<file path="config.mk">
export PLATFORM = sky130hd
export DESIGN_NAME = gpio_irq_trigger
export DESIGN_NICKNAME = d
export VERILOG_FILES = /design/src/rtl/gpio_irq_trigger.sv
export SDC_FILE = /design/constraint.sdc
export NUM_CORES = 1
export LEC_CHECK = 0
export BUFFER_PORTS_ARGS = -buffer_cell sky130_fd_sc_hd__buf_4
export CELL_PAD_IN_SITES_DETAIL_PLACEMENT = 0
export CELL_PAD_IN_SITES_GLOBAL_PLACEMENT = 1
export CORE_AREA = 2 2 39 41
export DETAILED_ROUTE_END_ITERATION = 16
export DIE_AREA = 0 0 41 43
export GPL_TIMING_DRIVEN = 1
export PLACE_DENSITY_LB_ADDON = 0.1
export SYNTH_ARGS = -nofsm -noshare
export SYNTH_HDL_FRONTEND = slang
export SYNTH_SLANG_ARGS = --single-unit
</file>
<file path="constraint.sdc">
create_clock -name clk -period 3.5 [get_ports clk]
set_input_delay 0.525 -clock clk [delete_from_list [all_inputs] [get_ports clk]]
set_output_delay 0.525 -clock clk [all_outputs]
set_load 0.01 [all_outputs]
</file>
<file path="src/rtl/gpio_irq_trigger.sv">
module gpio_irq_trigger (
  input  logic       clk,
  input  logic       rst_n,
  input  logic       pin_in,
  input  logic       irq_en,
  input  logic       irq_unmask,
  input  logic       level_mode,
  input  logic [1:0] polarity,
  input  logic [2:0] wake_en,
  input  logic       sleep_active,
  input  logic       clr_strobe,
  output logic       int_sts,
  output logic       wake_sts,
  output logic       irq_req
);

  logic pin_q;
  logic rise, fall, hit_edge, hit_level, trig;

  assign rise = pin_in & ~pin_q;
  assign fall = ~pin_in & pin_q;

  always_comb begin
    case (polarity)
      2'b00:   hit_edge = rise;
      2'b01:   hit_edge = fall;
      2'b10:   hit_edge = rise | fall;
      default: hit_edge = 1'b0;
    endcase
    case (polarity)
      2'b00:   hit_level = pin_in;
      2'b01:   hit_level = ~pin_in;
      default: hit_level = 1'b0;
    endcase
  end

  assign trig = level_mode ? hit_level : hit_edge;

  always_ff @(posedge clk or negedge rst_n) begin
    if (!rst_n) begin
      pin_q    <= 1'b0;
      int_sts  <= 1'b0;
      wake_sts <= 1'b0;
    end else begin
      pin_q <= pin_in;
      if (trig && irq_en)                          int_sts <= 1'b1;
      else if (clr_strobe)                         int_sts <= 1'b0;
      if (trig && (|wake_en) && sleep_active)      wake_sts <= 1'b1;
      else if (clr_strobe)                         wake_sts <= 1'b0;
    end
  end

  assign irq_req = irq_en & irq_unmask & (int_sts | wake_sts);

endmodule


</file>
==> impl_metrics.csv, run 1 <==
group,metric,value,unit
clocking,postCtsHoldBufs,0,
timing,hold_viol_final,0,
synthesis,synth_top_area_share,0.337,
die,pin_count,16,
flow_run,cap_violations,0,
global_route,grt_pass1_vias,206,
die,die_x,41,um
routing,routed_wirelength,483,um
synthesis,synth_top_family_by_area,"simple AND/OR/NAND/NOR gates",
routing,vias,229,
clocking,clkTransAtPathRegs,0.04,ns
synthesis,synth-compound-area-share,0.174,
routing,wl_per_cell,8.33,um
power_and_ir_drop,p_sw_frac,0.250,
routing,remaining_drc_errors,0,
synthesis,synth_cells,23,
outcome,status,"finished clean",
synthesis,synth_area_leaders,"dfrtp_1 34%, ha_1 11%, inv_1 8.4%",
clocking,clock_latency,0.23,ns
finish,final_common_cell,"buf_4",
setup_path,critical_path.max_fanout,3,
finish,final_area,382,um^2
timing,maxSlewHeadroom,0.820,
synthesis,synth_nets,38,
setup_path,cp-end-kind,"primary output",
routing,vias_per_cell,3.95,
clocking,postCtsResizedCells,0,
place,dp.final_hpwl,422,um
timing,fin_crit,1.42,ns
finish,fin_cells,58,
global_route,grt.total_usage,0.0692,
global_route,overflow,0,
synthesis,synth_area_leader_cell,"dfrtp_1",
clocking,post_cts_buffers,0,
die,fp.dieH,43,um
finish,area_growth,71.3,%
clocking,numCtsBuffers,3,
synthesis,syn_avg_cell_area,9.68,um^2
finish,finalNetCount,58,
clocking,cts_max_level,1,
timing,setup_viol,0,
timing,tightest_slew,0.267,ns
power_and_ir_drop,pwr-share-clk,0.457,
timing,max_freq,703,MHz
place,place_congestion,0.583,
synthesis,synthMuxAreaShare,0.0674,
finish,drive_above_1_share,0.500,
routing,drt_iter0_markers,1,
clocking,cts-root-buf,"clkbuf_4",
clocking,cts_buffer_depth,2,
place,io_buffers,15,
power_and_ir_drop,vdd.ir_drop.worst,0.0840,mV
global_route,grt_pass1_wl,752,um
timing,rsz0062_at_grt,"no",
synthesis,yosys.area_share.simple,0.185,
place,dp.cells,54,
synthesis,synth_adder_area_share,0.112,
routing,detail-route-antenna-nets,0,
timing,timing.final.crit_share,0.406,
power_and_ir_drop,seqPwrFrac,0.297,
power_and_ir_drop,cell_internal_pwr,0.000100,W
die,start_util,0.161,
synthesis,synth_seq_cells,3,
setup_path,crit_type,"in2out",
clocking,cts_tree,"done",
die,rows,14,
die,dieArea,1760,um^2
setup_path,required,2.97,ns
synthesis,ys_warn_count,0,
timing,slew_viol_final,0,
worst_hold_path,hp-class,"in2async",
timing,finClkSkew,0.000722,ns
setup_path,startpoint_type,"primary input",
timing,hold-worst-slack,0.0700,ns
power_and_ir_drop,power.density,351,nW/um^2
global_route,grt_max_degree,5,
die,coreArea,1380,um^2
routing,firstDrtPassIters,2,
synthesis,synth-xor-area-share,0.0393,
finish,mostFrequentLayoutCells,"15 x buf_4, 5 x inv_1, 3 x clkbuf_4, 3 x dfrtp_1",
clocking,cts.sinks,3,
power_and_ir_drop,comb_power_share,0.245,
power_and_ir_drop,p_leak,0.195,nW
finish,diodes,0,
global_route,antenna_found_initial,0,
place,placed_cell_area,355,um^2
timing,finalSetupTns,0,ns
synthesis,netlist_area,223,um^2
finish,nFillCells,159,
synthesis,seq_area_frac_synth,0.337,
synthesis,synth_cell_type_count,15,
power_and_ir_drop,power_switching,0.0000335,W
setup_path,cp.arrival,0.90,ns
==> worst max-delay path, cell delays in order <==
cell and delay [ns]:
buf_4 0.09, nand2_1 0.05, a21oi_1 0.10, buf_4 0.13
==> logic make-up (layout without fill, tap and decap cells) <==
logic type	after synthesis	count (layout)
AO/OA/AOI/OAI	5	5
XOR/XNOR	1	1
adder cells (fa/ha/maj)	2	2
buffers and inverters	5	24
flip-flops	3	3
multiplexers	1	1
AND/OR/NAND/NOR	6	6
==> area by class of cell <==
| type | instances | area, um^2 | share of cell area |
|---|---|---|---|
| clock buffers | 4 | 26.3 | 0.0689 |
| well taps | 16 | 20.0 | 0.0525 |
| multi-input cells | 15 | 129 | 0.338 |
| flip-flops and latches | 3 | 75.1 | 0.197 |
| repair buffers | 15 | 113 | 0.295 |
| inverters | 5 | 18.8 | 0.0492 |
==> per-stage QoR <==
step | total power (W) | setup slack [ns] | utilization
after detailed placement | 0.0000740 | 1.88 | 0.257
after floorplan | 0.0000536 | 2.09 | -
final | 0.000134 | 2.08 | 0.276
after global routing | 0.000144 | 2.04 | 0.276
after CTS | 0.000138 | 2.07 | 0.276
after global placement | 0.0000738 | 1.89 | 0.257
==> flip-flops by register name, indices dropped and copies added, names as in the netlist <==
signal	flops
int_sts	1
pin_q	1
wake_sts	1
==> power by group through the flow <==
stage | clock (W) | combinational (W) | sequential [W]
6_report | 0.0000613 | 0.0000329 | 0.0000399
5_1_grt | 0.0000676 | 0.0000367 | 0.0000401
4_1_cts | 0.0000642 | 0.0000337 | 0.0000400
3_5_place_dp | 0 | 0.0000336 | 0.0000404
3_3_place_gp | 0 | 0.0000335 | 0.0000403
2_1_floorplan | 0 | 0.0000121 | 0.0000415
==> final timing paths <==
kind / start / to / slack [ns] / depth (start not counted)
min reg2reg: wake_sts$_DFFE_PN0P_ / wake_sts$_DFFE_PN0P_ / 0.61 / 2
max in group asynchronous: rst_n / wake_sts$_DFFE_PN0P_ / 3.34 / 1
min: rst_n / int_sts$_DFFE_PN0P_ / 0.07 / 1
min in group clk: pin_in / pin_q$_DFF_PN0_ / 0.43 / 1
max: irq_en / irq_req / 2.08 / 4
max reg2reg: pin_q$_DFF_PN0_ / int_sts$_DFFE_PN0P_ / 2.18 / 4
==> Yosys cell counts (all sizes together) <==
cell type,count
ha,2
nor2b,1
nand2,1
mux2,1
o31ai,1
nand3,1
nor4b,1
inv,5
nor2,1
nand3b,1
a21oi,2
dfrtp,3
xor2,1
o221ai,2
==> routing by layer <==
metal / share of wire / global-route usage / vias to the layer above
met4: 0.033 / 0.100 / 0
met2: 0.49 / 0.0875 / 10
met1: 0.37 / 0.0737 / 98
met3: 0.097 / 0.0157 / 2
met5: 0 / 0 / -
li1: - / - / 119
No activity file was read; power rests on OpenSTA's default activity.
==> inputs of run 2 (changes only) <==
Clock period 3.5 ns to 1.2 ns, I/O delays scaled along.
==> run 2 against run 1 <==
Against the previous run:
- the flow now finishes with violations (negative setup slack)
- via count grew 7.4%
- total power rose to 3.0 times the previous value
- die area did not move
- clock-buffer cell count unchanged
- worst setup slack worse by 2.1 ns
- sequential share of layout area decreased by 2.1 points
- critical endpoint is now int_sts$_DFFE_PN0P_
- largest power group unchanged
==> impl_metrics.csv, run 2 (same netlist as run 1, synthesis figures left out) <==
group,metric,value,unit
power_and_ir_drop,p_leak,0.208,nW
timing,hold_viol_final,0,
power_and_ir_drop,seqPwrFrac,0.284,
worst_hold_path,hold_depth,1,
routing,detail-route-antenna-nets,0,
routing,vias_per_cell,4.10,
setup_path,required,1.30,ns
clocking,cts_buffer_depth,2,
outcome,violations,"negative setup slack",
setup_path,crit_path_top_delay_cell,"dfrtp_1",
routing,firstDrtPassIters,3,
place,place_congestion,0.714,
clocking,cts_max_level,1,
global_route,antenna_found_initial,0,
timing,hold-worst-slack,0.0831,ns
die,coreArea,1380,um^2
power_and_ir_drop,power.density,957,nW/um^2
finish,drive_above_1_share,0.568,
clocking,cts_tree,"done",
setup_path,cp.arrival,1.33,ns
timing,tightest_slew,0.340,ns
power_and_ir_drop,p_sw_frac,0.259,
finish,reg_top3,"int_sts: 1 flops, pin_q: 1 flops, wake_sts: 1 flops",
timing,rsz0062_at_grt,"yes",
clocking,clkTransAtPathRegs,0.04,ns
clocking,cts-root-buf,"clkbuf_4",
timing,fin_ws,-0.0264,ns
power_and_ir_drop,power_switching,0.000106,W
die,die_x,41,um
finish,finalNetCount,60,
routing,vias,246,
setup_path,crit_type,"reg2reg",
timing,timing.final.crit_share,1.02,
finish,area_growth,91.6,%
setup_path,cp_cell_sequence,"inv_1 > ha_2 > mux2_4 > a21oi_4 > o221ai_1",
clocking,cts.sinks,3,
timing,slew_viol_final,0,
die,dieArea,1760,um^2
finish,nFillCells,162,
routing,wl_per_cell,9.10,um
setup_path,cp.buffers_inverters,1,
power_and_ir_drop,pwr-share-clk,0.436,
setup_path,critical_path.max_fanout,2,
setup_path,cp.depth,5,
global_route,grt_pass1_wl,869,um
clocking,numCtsBuffers,3,
setup_path,worstRegToRegCells,5,
routing,remaining_drc_errors,0,
place,place_ws,-0.0882,ns
timing,max_freq,815,MHz
global_route,overflow,0,
timing,maxSlewHeadroom,0.771,
die,rows,14,
timing,fin_crit,1.23,ns
power_and_ir_drop,comb_power_share,0.280,
setup_path,startpoint_type,"flop",
routing,drt_iter0_markers,2,
global_route,grt_max_degree,5,
setup_path,max_stage_delay,0.35,ns
finish,diodes,0,
flow_run,cap_violations,0,
setup_path,cp-end-kind,"flop",
die,fp.dieH,43,um
power_and_ir_drop,vdd.ir_drop.worst,0.284,mV
place,dp.cells,55,
outcome,status,"finished, violations left",
global_route,grt.total_usage,0.0783,
finish,final_common_cell,"buf_4",
worst_hold_path,hp-class,"in2reg",
finish,final_area,427,um^2
timing,setup_viol,2,
finish,fin_cells,60,
setup_path,critPathTopFamily,"flip-flops",
timing,finClkSkew,0.000268,ns
place,dp.final_hpwl,472,um
routing,routed_wirelength,546,um
finish,mostFrequentLayoutCells,"16 x buf_4, 5 x inv_1, 3 x clkbuf_4, 3 x dfrtp_1, 2 x ha_2",
place,io_buffers,15,
clocking,post_cts_buffers,0,
die,start_util,0.161,
die,pin_count,16,
power_and_ir_drop,cell_internal_pwr,0.000303,W
clocking,clock_latency,0.23,ns
place,placed_cell_area,363,um^2
global_route,grt_pass1_vias,260,
[run 2: changes by cell type in the layout (fill, tap and decap cells not counted)]
| cell | change |
|---|---|
| buf_4 | +1 |
| ha_1 | -2 |
| a21oi_2 | -1 |
| dlygate4sd3_1 | +1 |
| o221ai_1 | -1 |
| o221ai_2 | +1 |
| a21oi_4 | +1 |
| nor4b_2 | -1 |
| nor4b_4 | +1 |
| ha_2 | +2 |
[run 2: area by class of cell]
class | count | area (um^2) | share of cell area
Tap cell | 16 | 20.0 | 0.0469
Inverter | 5 | 18.8 | 0.0440
Clock buffer | 4 | 26.3 | 0.0616
Sequential cell | 3 | 75.1 | 0.176
Timing Repair Buffer | 17 | 130 | 0.305
Multi-Input combinational cell | 15 | 156 | 0.367
[run 2: through the flow]
step	power, W	setup TNS (ns)	util
after global routing	0.000438	-0.176	0.308
after CTS	0.000409	-0.126	0.292
after floorplan	0.000156	0	-
after detailed placement	0.000219	-0.154	0.262
final	0.000408	-0.0419	0.308
after global placement	0.000218	-0.0908	0.262
[run 2: layer usage]
metal | GRT usage | vias to the layer above | routed length [um]
met5 | 0 | - | 0
met4 | 0.100 | 0 | 16
met3 | 0.0157 | 2 | 44
met2 | 0.125 | 10 | 304
met1 | 0.0643 | 113 | 181
li1 | - | 121 | -
[run 2: worst reg2reg max path, cell delays in order, from the launching register on]
cell      delay (ns)
dfrtp_1         0.35
inv_1           0.05
ha_2            0.15
mux2_4          0.28
a21oi_4         0.14
o221ai_1        0.11
[run 2: timing repair]
action | CTS | global route
setup endpoints to repair | 2 | 2
cloned | 0 | 0
pin swaps | 3 | 2
gates resized for setup | 2 | 3
endpoints found under the hold margin | 3 | 0
hold buffers | 1 | 0
[run 2: path summary, 6_finish.rpt]
kind | start | slack [ns] | to
min reg2reg | int_sts$_DFFE_PN0P_ | 0.60 | int_sts$_DFFE_PN0P_
max reg2reg | pin_q$_DFF_PN0_ | -0.03 | int_sts$_DFFE_PN0P_
min in group asynchronous | rst_n | 0.27 | wake_sts$_DFFE_PN0P_
min | pin_in | 0.08 | pin_q$_DFF_PN0_
max in group asynchronous | rst_n | 0.83 | int_sts$_DFFE_PN0P_
max | pin_q$_DFF_PN0_ | -0.03 | int_sts$_DFFE_PN0P_
[run 2: power by group through the flow]
| stage | Combinational (W) | Sequential (W) | Clock, W |
|---|---|---|---|
| floorplan | 0.0000354 | 0.000121 | 0 |
| global placement | 0.000101 | 0.000117 | 0 |
| detailed placement | 0.000102 | 0.000117 | 0 |
| CTS | 0.000105 | 0.000116 | 0.000188 |
| global route | 0.000126 | 0.000117 | 0.000196 |
| finish | 0.000114 | 0.000116 | 0.000178 |
